[src/rtl/swire_autobaud_uart.sv]
module swire_autobaud_uart #(
  parameter int CNT_W   = 16,
  parameter int MIN_BIT = 8
) (
  input  logic             clk,
  input  logic             rst_n,
  input  logic             pin_i,
  output logic             pin_oe_o,
  output logic             rx_valid_o,
  output logic [7:0]       rx_data_o,
  output logic             frame_err_o,
  input  logic             tx_valid_i,
  input  logic [7:0]       tx_data_i,
  output logic             tx_ready_o,
  output logic             locked_o,
  output logic [CNT_W-4:0] bit_per_o
);
  localparam int PER_W = CNT_W - 3;
  localparam logic [CNT_W-1:0] MIN_CNT = CNT_W'(MIN_BIT * 8);
  localparam logic [CNT_W-1:0] CNT_MAX = '1;

  typedef enum logic [2:0] {S_IDLE, S_MEAS, S_READY, S_RX, S_TX} st_t;

  st_t              st;
  logic             meta, pin_s, pin_d;
  logic [CNT_W-1:0] cnt;
  logic [3:0]       bitn;
  logic [9:0]       sh;
  logic [PER_W-1:0] per;
  logic             rx_valid, ferr;
  logic [7:0]       rx_data;

  wire              fall    = pin_d & ~pin_s;
  wire              tz      = (cnt == '0);
  wire [CNT_W-1:0]  per_ext = {3'b000, per};
  wire [CNT_W-1:0]  half    = per_ext >> 1;

  assign tx_ready_o  = (st == S_READY) & ~fall;
  assign locked_o    = (st == S_READY) | (st == S_RX) | (st == S_TX);
  assign pin_oe_o    = (st == S_TX) & ~sh[0];
  assign rx_valid_o  = rx_valid;
  assign rx_data_o   = rx_data;
  assign frame_err_o = ferr;
  assign bit_per_o   = per;

  always_ff @(posedge clk or negedge rst_n) begin
    if (!rst_n) begin
      st       <= S_IDLE;
      meta     <= 1'b1;
      pin_s    <= 1'b1;
      pin_d    <= 1'b1;
      cnt      <= '0;
      bitn     <= '0;
      sh       <= '1;
      per      <= '0;
      rx_valid <= 1'b0;
      ferr     <= 1'b0;
      rx_data  <= '0;
    end else begin
      meta     <= pin_i;
      pin_s    <= meta;
      pin_d    <= pin_s;
      rx_valid <= 1'b0;
      ferr     <= 1'b0;
      case (st)
        S_IDLE: begin
          if (fall) begin
            cnt <= CNT_W'(1);
            st  <= S_MEAS;
          end
        end
        S_MEAS: begin
          if (!pin_s) begin
            if (cnt == CNT_MAX) st <= S_IDLE;
            else                cnt <= cnt + 1'b1;
          end else if (cnt < MIN_CNT) begin
            st <= S_IDLE;
          end else begin
            per <= cnt[CNT_W-1:3];
            st  <= S_READY;
          end
        end
        S_READY: begin
          if (fall) begin
            cnt  <= half;
            bitn <= '0;
            st   <= S_RX;
          end else if (tx_valid_i) begin
            sh   <= {1'b1, tx_data_i, 1'b0};
            cnt  <= per_ext - 1'b1;
            bitn <= '0;
            st   <= S_TX;
          end
        end
        S_RX: begin
          if (!tz) begin
            cnt <= cnt - 1'b1;
          end else begin
            cnt  <= per_ext - 1'b1;
            bitn <= bitn + 1'b1;
            if (bitn == 4'd0) begin
              if (pin_s) st <= S_READY;
            end else if (bitn == 4'd9) begin
              st <= S_READY;
              if (pin_s) begin
                rx_valid <= 1'b1;
                rx_data  <= sh[7:0];
              end else begin
                ferr <= 1'b1;
              end
            end else begin
              sh[7:0] <= {pin_s, sh[7:1]};
            end
          end
        end
        S_TX: begin
          if (!tz) begin
            cnt <= cnt - 1'b1;
          end else if (bitn == 4'd9) begin
            st <= S_READY;
          end else begin
            sh   <= {1'b1, sh[9:1]};
            bitn <= bitn + 1'b1;
            cnt  <= per_ext - 1'b1;
          end
        end
        default: st <= S_IDLE;
      endcase
    end
  end

  p_quiet_unlocked_r2: assert property (@(posedge clk) disable iff (!rst_n)
    !locked_o |-> (!pin_oe_o && !rx_valid_o && !tx_ready_o));

  p_period_held_r3: assert property (@(posedge clk) disable iff (!rst_n)
    (locked_o && $past(locked_o)) |-> $stable(bit_per_o));

  p_period_floor_r4: assert property (@(posedge clk) disable iff (!rst_n)
    locked_o |-> (int'(bit_per_o) >= MIN_BIT));

  p_rx_exclusive_r7: assert property (@(posedge clk) disable iff (!rst_n)
    !(rx_valid_o && frame_err_o));

  p_idle_line_r8: assert property (@(posedge clk) disable iff (!rst_n)
    tx_ready_o |-> !pin_oe_o);

  p_ready_locked_r9: assert property (@(posedge clk) disable iff (!rst_n)
    tx_ready_o |-> locked_o);

  p_no_echo_r10: assert property (@(posedge clk) disable iff (!rst_n)
    pin_oe_o |=> (!rx_valid_o && !frame_err_o));
endmodule

[config.mk]
export PLATFORM = sky130hd
export DESIGN_NAME = swire_autobaud_uart
export DESIGN_NICKNAME = d
export VERILOG_FILES = /design/src/rtl/swire_autobaud_uart.sv
export SDC_FILE = /design/constraint.sdc
export NUM_CORES = 1
export LEC_CHECK = 0
export BUFFER_PORTS_ARGS = -buffer_cell sky130_fd_sc_hd__buf_2
export CAP_MARGIN = 15
export CORE_ASPECT_RATIO = 0.9
export CORE_MARGIN = 2
export CORE_UTILIZATION = 60
export DETAILED_ROUTE_END_ITERATION = 8
export HOLD_SLACK_MARGIN = 0.1
export PLACE_DENSITY = 0.81
export SETUP_SLACK_MARGIN = 0.5
export SLEW_MARGIN = 20
export SYNTH_ARGS = -nofsm -noshare
export SYNTH_HDL_FRONTEND = slang
export SYNTH_SLANG_ARGS = --single-unit
[constraint.sdc]
create_clock -name clk -period 2.9 [get_ports clk]
set_input_delay 0.29 -clock clk [delete_from_list [all_inputs] [get_ports clk]]
set_output_delay 0.29 -clock clk [all_outputs]
set_load 0.01 [all_outputs]
==> run metrics <==
outcome=finished, final reports clean; Cell Chain, Critical Path=inv_1 > ha_2 > or4b_4 > or4_4 > nor2_1 > xnor2_1 > o22a_1 > o21ai_0; register area share after synthesis=38.3%; Max FO, Critical Path=4; fillers=434; Hold Fails Final Rpt=0; Final TNS setup=0 ns; arrival time of the worst setup path=2.67 ns; Worst IR Drop VDD=0.554 mV; Pwr Density=929 mW/mm^2; Post-synth top cells=46 x dfrtp_1, 46 x nand2_1, 37 x o21ai_0; synthesized instance count=437; setup violators final=0; P_sw=1970 uW; final net count=504; TritonRoute pass-1 iters=6; Synth Warn #=0; Die Y-Extent=79.8 um; vias in the first global route=3585; Tightest Pin Transition=0.746 ns; CP top delay family=simple AND/OR/NAND/NOR gates; placement row count=27; asr flop ratio synth=100%; layout cells sized above 1=31.8%; largest net degree at the start of global routing=59; multi-input logic area=0.00234 mm^2; global-route wire length before repair=18800 um; Root Buffer=clkbuf_8; Final period util=82.9%; Leak Pwr=0.00198 uW; R2R cell count=8; area delta synth->final=19.7%; initial core utilization=62.3%; library cells used by synthesis=64; Max-Cap Viols=0; htree depth=3; Avg Inst Size Synth=8.76 um^2; CTS max path bufs=2; RR Startpoint=bit_per_o[1]; Detail Placement HPWL=7980 um; Hold WC Path Type=in2async; min Tclk post-route=2.40 ns; area fraction of the dominant cell type after synthesis=30.1%; All-Layer GR Usage=35.4%; Req. time, crit path=3.16 ns; Sequential Power Share=30.3%; Clock Power Share=15.5%; Slowest cell on crit path=or4b_4; clk sinks=58; die width=88.2 um; antenna cells=0; clock slew at reported path FFs=0.07 ns; Pins Over Slew Limit=0; crit end category=flip-flop; Fin Clk Skew=0.00766 ns; Synth Flop Type=dfrtp_1; flop-to-flop setup slack=0.50 ns; Synth area leader=dfrtp_1; slowest stage delay, CP=0.50 ns; core box area=0.00615 mm^2; DP Worst Slack=0.204 ns; reg-to-reg endpoint=cnt[12]; ANT nets after route=0; initial antenna violation count=0; Switching Share=46.4%; syn_nets=455; worst path buffer plus inverter count=1; vias=3915; Setup crit start=bit_per_o[1]; Worst slew margin=50.3%; total length of routed wires=11800 um; CTS buffer count=9; Final Util=74.5%; Logic pwr share=54.2%; leading post-synthesis cells by cell area=dfrtp_1 30%, dfstp_2 8.2%, o21ai_0 4.8%, nand2_1 4.5%, mux2_2 4.4%; post-synthesis cell area=0.00383 mm^2; Max Fclk=0.416 GHz; DRC=0; RePlAce Congestion=1.04; unrepaired setup endpoints after global routing=true; detailed-route wire length per cell=20.5 um; Yosys reg bits=58; setup slack after layout=0.496 ns; TritonCTS clock tree=built; Seq. cell area=0.00147 mm^2; Post-synth EDFFs=0; DRT iter0 DRCs=723; DR vias/cell=6.77; port bufs=37; grt ovf=0; Skew-Pair Late Insertion Delay=0.35 ns; Int Power=2280 uW; I/O pin count=38; startpoint types=flip-flop; critical path class=reg2reg; die area=0.00704 mm^2
[worst max-delay path by stage]
| stage | endpoint | slack (ns) | depth (start not counted) |
|---|---|---|---|
| after floorplan | cnt[14] | 0.52 | 7 |
| after global placement | rx_data_o[4] | 0.29 | 7 |
| after detailed placement | rx_data_o[3] | 0.20 | 7 |
| after CTS | rx_data_o[3] | 0.50 | 7 |
| after global routing | cnt[12] | 0.42 | 8 |
| final | cnt[12] | 0.50 | 8 |
[cells by family after synthesis]
logic type / Yosys count / synth area share [%]
and+or+nand+nor: 170 / 23.6
buffers and inverters: 44 / 4.48
xor gates and xnor gates: 24 / 5.49
adders and majority gates: 6 / 1.96
DFF: 58 / 38.3
muxes: 23 / 6.54
AOI/OAI and AO/OA: 112 / 19.7
[routing by layer]
metal | up-vias | share of wire, % | GRT usage [%]
li1 | 1698 | - | -
met1 | 1851 | 40 | 52.1
met2 | 307 | 43 | 49.6
met3 | 59 | 13 | 9.82
met4 | 0 | 4.1 | 13.0
met5 | - | 0 | 0
[flip-flops by register name, summed over array words and instances, names as in the netlist]
name,cells
cnt,16
bit_per_o,13
st,3
rx_data_o,8
sh,9
pin_d,1
bitn,4
rx_valid_o,1
meta,1
frame_err_o,1
pin_s,1
[repair_timing]
| item | CTS | global route |
|---|---|---|
| setup endpoints to repair | 17 | 40 |
| gates cloned | 1 | 0 |
| setup buffers | 6 | 4 |
| pin swaps | 3 | 4 |
| hold buffers | 1 | 0 |
| endpoints found under the hold margin | 1 | 0 |
| resized for setup | 9 | 28 |
[cell usage in the layout (no fill, tap or decap), types with 4 or more instances in the layout]
master / Yosys / final
o211ai_1: 4 / 4
a211oi_1: 11 / 9
xor2_1: 7 / 6
or4_1: 6 / 4
o21ai_0: 37 / 36
o22ai_1: 6 / 5
or4_4: 2 / 4
buf_4: 0 / 34
nand4_1: 5 / 5
or3_1: 5 / 4
nor2_1: 36 / 35
dfstp_2: 12 / 12
nor3_1: 18 / 14
dfrtp_1: 46 / 40
inv_1: 9 / 8
dfrtp_2: 0 / 6
mux2_2: 15 / 15
nand3_1: 8 / 8
mux2i_1: 7 / 7
nand2b_1: 9 / 9
ha_1: 6 / 4
clkbuf_8: 0 / 10
nand2_1: 46 / 46
and3_1: 6 / 6
a21oi_1: 12 / 12
buf_2: 5 / 37
xnor2_1: 17 / 17
nor4_1: 9 / 8
nor3_2: 0 / 4
o21ai_1: 6 / 6
[area by class of cell]
class | count | area share (%)
inverters | 9 | 0.737
clock inverters | 5 | 0.655
well taps | 87 | 2.38
flip-flops and latches | 58 | 32.2
clock buffers | 11 | 3.08
multi-input cells | 336 | 51.2
repair buffers | 72 | 9.83
[worst reg2reg max path, delay by kind of cell, from the launching register on]
family,cells,cell delay (ns)
adders and majority gates,1,0.20
and+or+nand+nor,3,1.17
DFF,1,0.42
AOI/OAI and AO/OA,2,0.35
xor gates and xnor gates,1,0.09
buffers and inverters,1,0.09
[power groups by stage]
stage / Clock, uW / Sequential, uW / Combinational (uW)
6_report: 659 / 1290 / 2310
5_1_grt: 702 / 1310 / 2480
4_1_cts: 664 / 1260 / 2090
3_5_place_dp: 0 / 1260 / 2030
3_3_place_gp: 0 / 1250 / 2000
2_1_floorplan: 0 / 1120 / 1480
[metrics by stage]
stage               total power, uW  hold WS (ns)  cell area [um^2]  cells
floorplan                      2610      -0.00559              3830    437
global placement               3240         0.350              4170    550
finish                         4260        0.0838              4580    578
CTS                            4010         0.116              4440    574
detailed placement             3290         0.348              4170    550
global route                   4490         0.172              4580    578
Power figures use the tool's default switching activity.
